## config.mk

```make
export PLATFORM = sky130hd
export DESIGN_NAME = dual_issue_sb
export DESIGN_NICKNAME = d
export VERILOG_FILES = /design/src/rtl/dual_issue_sb.sv
export SDC_FILE = /design/constraint.sdc
export NUM_CORES = 1
export LEC_CHECK = 0
export CAP_MARGIN = 20
export CORE_UTILIZATION = 45
export CTS_CLUSTER_SIZE = 20
export DETAILED_ROUTE_END_ITERATION = 10
export DONT_BUFFER_PORTS = 1
export PLACE_DENSITY_LB_ADDON = 0.1
export SYNTH_ARGS = -nofsm -noshare
export SYNTH_HDL_FRONTEND = slang
export SYNTH_SLANG_ARGS = --single-unit
```

## constraint.sdc

```tcl
create_clock -name clk -period 6.05 [get_ports clk]
set_input_delay 0.9075 -clock clk [delete_from_list [all_inputs] [get_ports clk]]
set_output_delay 0.9075 -clock clk [all_outputs]
set_load 0.02 [all_outputs]
```

## src/rtl/dual_issue_sb.sv

```systemverilog
module dual_issue_sb #(
  parameter int NREG    = 16,
  parameter int DW      = 32,
  parameter int OPW     = 8,
  parameter int LAT_ALU = 1,
  parameter int LAT_LD  = 3,
  localparam int RW = $clog2(NREG),
  localparam int CW = $clog2(LAT_LD + 1)
) (
  input  logic           clk,
  input  logic           rst_n,
  input  logic           q0_vld,
  input  logic [OPW-1:0] q0_op,
  input  logic [1:0]     q0_cls,
  input  logic           q0_wen,
  input  logic [RW-1:0]  q0_dst,
  input  logic [RW-1:0]  q0_ra,
  input  logic [RW-1:0]  q0_rb,
  input  logic           q1_vld,
  input  logic [OPW-1:0] q1_op,
  input  logic [1:0]     q1_cls,
  input  logic           q1_wen,
  input  logic [RW-1:0]  q1_dst,
  input  logic [RW-1:0]  q1_ra,
  input  logic [RW-1:0]  q1_rb,
  output logic           iss0,
  output logic           iss1,
  output logic [RW-1:0]  rf_ra0,
  output logic [RW-1:0]  rf_rb0,
  output logic [RW-1:0]  rf_ra1,
  output logic [RW-1:0]  rf_rb1,
  input  logic [DW-1:0]  rf_da0,
  input  logic [DW-1:0]  rf_db0,
  input  logic [DW-1:0]  rf_da1,
  input  logic [DW-1:0]  rf_db1,
  output logic           x0_vld,
  output logic [OPW-1:0] x0_op,
  output logic [RW-1:0]  x0_dst,
  output logic           x0_wen,
  output logic [DW-1:0]  x0_a,
  output logic [DW-1:0]  x0_b,
  output logic           x1_vld,
  output logic [OPW-1:0] x1_op,
  output logic [RW-1:0]  x1_dst,
  output logic           x1_wen,
  output logic [DW-1:0]  x1_a,
  output logic [DW-1:0]  x1_b,
  output logic           x1_fwd_a,
  output logic           x1_fwd_b,
  output logic           lsu_vld,
  output logic           lsu_slot1
);

  logic [NREG-1:0] busy;

  wire mem0 = (q0_cls == 2'd1) || (q0_cls == 2'd2);
  wire mem1 = (q1_cls == 2'd1) || (q1_cls == 2'd2);
  wire alu0 = !mem0;
  wire [CW-1:0] hold0 = (q0_cls == 2'd1) ? CW'(LAT_LD - 1) : CW'(LAT_ALU - 1);
  wire [CW-1:0] hold1 = (q1_cls == 2'd1) ? CW'(LAT_LD - 1) : CW'(LAT_ALU - 1);

  wire hit_a = q0_wen && (q1_ra == q0_dst);
  wire hit_b = q0_wen && (q1_rb == q0_dst);

  wire free0 = !busy[q0_ra] && !busy[q0_rb] && !(q0_wen && busy[q0_dst]);
  wire free1 = !busy[q1_ra] && !busy[q1_rb] && !(q1_wen && busy[q1_dst]);
  wire pair_ok = !(mem0 && mem1)
              && !(q0_wen && q1_wen && (q0_dst == q1_dst))
              && !((hit_a || hit_b) && !alu0);

  assign iss0 = q0_vld && free0;
  assign iss1 = iss0 && q1_vld && free1 && pair_ok;

  assign rf_ra0 = q0_ra;
  assign rf_rb0 = q0_rb;
  assign rf_ra1 = q1_ra;
  assign rf_rb1 = q1_rb;

  for (genvar r = 0; r < NREG; r++) begin : g_sb
    logic [CW-1:0] left;
    assign busy[r] = (left != '0);
    always_ff @(posedge clk or negedge rst_n)
      if (!rst_n)                                      left <= '0;
      else if (iss0 && q0_wen && q0_dst == RW'(r))    left <= hold0;
      else if (iss1 && q1_wen && q1_dst == RW'(r))    left <= hold1;
      else if (left != '0)                             left <= left - 1'b1;
  end

  always_ff @(posedge clk or negedge rst_n)
    if (!rst_n) begin
      x0_vld    <= 1'b0;
      x1_vld    <= 1'b0;
      lsu_vld   <= 1'b0;
      lsu_slot1 <= 1'b0;
    end else begin
      x0_vld    <= iss0;
      x1_vld    <= iss1;
      lsu_vld   <= (iss0 && mem0) || (iss1 && mem1);
      lsu_slot1 <= iss1 && mem1;
    end

  always_ff @(posedge clk) begin
    if (iss0) begin
      x0_op  <= q0_op;
      x0_dst <= q0_dst;
      x0_wen <= q0_wen;
      x0_a   <= rf_da0;
      x0_b   <= rf_db0;
    end
    if (iss1) begin
      x1_op    <= q1_op;
      x1_dst   <= q1_dst;
      x1_wen   <= q1_wen;
      x1_a     <= rf_da1;
      x1_b     <= rf_db1;
      x1_fwd_a <= hit_a;
      x1_fwd_b <= hit_b;
    end
  end

  p_in_order_r1: assert property (@(posedge clk) disable iff (!rst_n)
    iss1 |-> iss0);

  p_load_wait_r3: assert property (@(posedge clk) disable iff (!rst_n)
    (iss0 && q0_wen && q0_cls == 2'd1) |=> !(iss0 && q0_ra == $past(q0_dst)));

  p_bypass_src_r4: assert property (@(posedge clk) disable iff (!rst_n)
    (iss1 && q0_wen && (q1_ra == q0_dst || q1_rb == q0_dst)) |-> (q0_cls == 2'd0 || q0_cls == 2'd3));

  p_one_mem_r5: assert property (@(posedge clk) disable iff (!rst_n)
    (q0_cls[1] != q0_cls[0]) && (q1_cls[1] != q1_cls[0]) |-> !iss1);

  p_same_dst_r6: assert property (@(posedge clk) disable iff (!rst_n)
    (q0_wen && q1_wen && q0_dst == q1_dst) |-> !iss1);

  p_operand_r7: assert property (@(posedge clk) disable iff (!rst_n)
    iss0 |=> x0_vld && x0_a == $past(rf_da0) && x0_b == $past(rf_db0));

endmodule

```

==> summary.txt <==
outcome: finished clean
post-route ant nets: 0
vias in the first global route: 4787
cts bufs inserted: 17
H-tree depth: 4
clk sinks: 192
Max Cap Violations: 0
Critical Path RT: 5.14 ns
DR DRC count: 0
Leak Pwr: 0.00332 uW
crit path kind: register to output pin
post-CTS setup buffers: 0
Root Buffer Master: clkbuf_16
Slew headroom: 49.5%
routed wire length: 23.5 mm
final hold viol count: 0
yosys warns: 0
cell count after synthesis: 582
Via density: 6.11
Final setup viols: 0
die height: 140 um
clock transition at the registers of the reported paths: 0.08 ns
setup TNS: 0 ns
Hold Crit Class: input pin to async pin
crit path DAT: 3.46 ns
Starting Density: 45.9%
critical path capture point type: output pin
Worst R2R End: x1_a[20]
Post-synth ARST share: 18.8%
Peak VDD IR: 0.221 mV
1st-pass router iterations: 4
GRT Overall Usage: 23.7%
startpoint types: register
Nets: 774
final instance area: 9310 um2
P&R area growth vs syn: 8.40%
Std-Cell Core Area: 18700 um2
flop and latch count out of synthesis: 192
peak fanout along the critical path: 25
RSZ-0062 raised after global routing: no
I/O pin cnt: 356
number of synthesized flops with an enable pin: 156
first-pass GRT wire length: 32.8 mm
Pwr Total: 4120 uW
Die X: 140 um
Post-Syn Area: 8590 um2
post-CTS resize count: 0
TritonCTS clock tree: done
Max Slew Vio Count: 0
Tcrit/Tclk final: 72.2%
worst slew pin tran: 0.736 ns
via count: 4951
FMAX: 229 MHz
clock latency on the worst-skew pair: 0.44 ns
FF-to-FF setup slack: 1.95 ns
largest net degree at the start of global routing: 61
Syn Area/Cell: 14.8 um2
Hold WS: 0.160 ns
Final GP Congestion: 0.908
post-route minimum period: 4.37 ns
register area share after synthesis: 65.0%
Routed WL per cell: 29.0 um
Pwr per Cell Area: 442 nW/um2
layout cells sized above 1: 14.4%
R2R Path Start: g_sb[9].left[0]
HPWL Detailed: 17.7 mm
Synth Flop Type: edfxtp_1
Starting DRT DRC Count: 366
Net Count, Synth: 794
synth unique cells: 57
number of buffers added on ports: 0
full die area: 19600 um2
initial antenna violation count: 2
CTS Hold Bufs: 0
Clock Path Buffers: 2
Worst R2R Path Depth: 9
Area after DPL: 8670 um2
GRT overflow: 0
Cell Rows: 50
clock skew: 0.0180 ns
Fill cells: 1532
fin util: 49.8%
[cells in the mapped netlist (all sizes together) (2+ instances only)]
cell / number / area [um2]
edfxtp: 156 / 4680
inv: 39 / 146
dfrtp: 36 / 901
ha: 34 / 425
nand2: 28 / 105
buf: 27 / 183
nor3: 24 / 120
nor2: 20 / 75.1
mux4: 18 / 409
o21ai: 18 / 90.1
mux2i: 15 / 150
xor2: 15 / 131
clkbuf: 14 / 53.8
xnor2: 13 / 114
a21oi: 11 / 55.1
a31oi: 8 / 50.1
or2: 8 / 50.1
nand3: 7 / 47.6
mux2: 6 / 67.6
nand2b: 6 / 37.5
o221a: 6 / 67.6
o32a: 6 / 60.1
o41ai: 6 / 52.6
and2: 5 / 31.3
nand4: 5 / 62.6
nor2b: 5 / 31.3
or3: 5 / 31.3
o31ai: 4 / 30.0
or4: 4 / 30.0
a211oi: 3 / 22.5
a311oi: 3 / 26.3
nor4: 3 / 25.0
o211a: 3 / 30.0
o22ai: 3 / 18.8
and3: 2 / 12.5
o311a: 2 / 20.0
[layer usage]
metal	up-vias	track usage (%)	share of wire, %
met4	2	8.44	2.2
met3	32	8.27	9.1
met5	-	0	0.051
li1	2140	-	-
met1	2504	28.7	38
met2	273	39.3	51
[report_power, final]
group / leakage, uW / switching (uW) / internal, uW
Combinational: 0.00118 / 662 / 534
Sequential: 0.00184 / 135 / 1620
Clock: 0.000305 / 590 / 581
[placed cells by master (no fill, tap or decap), drive strengths merged, types with 6 or more instances in the layout]
cell    Yosys  final
mux2i      15     15
o221a       6      6
xnor2      13     13
nand2      28     28
nor3       24     24
xor2       15     15
nand3       7      7
a31oi       8      8
or2         8      8
o32a        6      6
clkinv      0      7
mux2        6      6
o41ai       6      6
nand2b      6      6
inv        39     46
nor2       20     20
o21ai      18     18
ha         34     34
dfrtp      36     36
clkbuf     14     17
edfxtp    156    156
a21oi      11     11
mux4       18     18
[cells by family after synthesis]
kind of cell,share of synthesized area [%]
compound gates,7.11
xor+xnor,2.85
fa+ha+maj,4.95
buf+inv,4.46
flops,65.0
mux,7.30
simple gates,8.32
[critical path, stage by stage (launching register included)]
cell and delay (ns):
dfrtp_1 0.40, inv_1 0.09, ha_1 0.39, mux4_2 0.30
mux2i_1 0.06, mux2i_1 0.59, o311a_1 0.41, nand3_4 0.28
clkinv_2 0.49
[area by class of cell]
class	instances	area [um2]	area share, %
timing repair buffer	2	15.0	0.161
antenna	1	2.50	0.0269
clock buffer	17	425	4.57
inverter	39	148	1.59
clock inverter	15	219	2.35
multi-input combinational	310	2630	28.2
tap	234	293	3.14
sequential	192	5590	60.0
[worst max path at each step]
stage                         start      end  slack [ns]  cells past startpoint
floorplan                 q1_dst[2]     iss1        0.84                      9
global placement           q0_ra[0]  x1_b[2]        1.99                      7
detailed placement         q0_ra[0]  x1_b[2]        1.90                      7
CTS                 g_sb[9].left[0]     iss1        1.63                      8
global route        g_sb[9].left[0]     iss1        1.45                      8
finish              g_sb[9].left[0]     iss1        1.68                      8
[sequential cells by signal (all words and copies together) (netlist names), 4 cells and up]
| name | flops |
|---|---|
| x0_a | 32 |
| g_sb.left | 32 |
| x1_dst | 4 |
| x1_op | 8 |
| x0_b | 32 |
| x1_a | 32 |
| x0_op | 8 |
| x1_b | 32 |
| x0_dst | 4 |
[through the flow]
step                      setup slack (ns)  cells
after floorplan                      0.843    582
after global placement                1.99    777
after detailed placement              1.90    777
after CTS                             1.63    809
after global routing                  1.45    810
final                                 1.68    810
No activity file was read; power rests on OpenSTA's default activity.
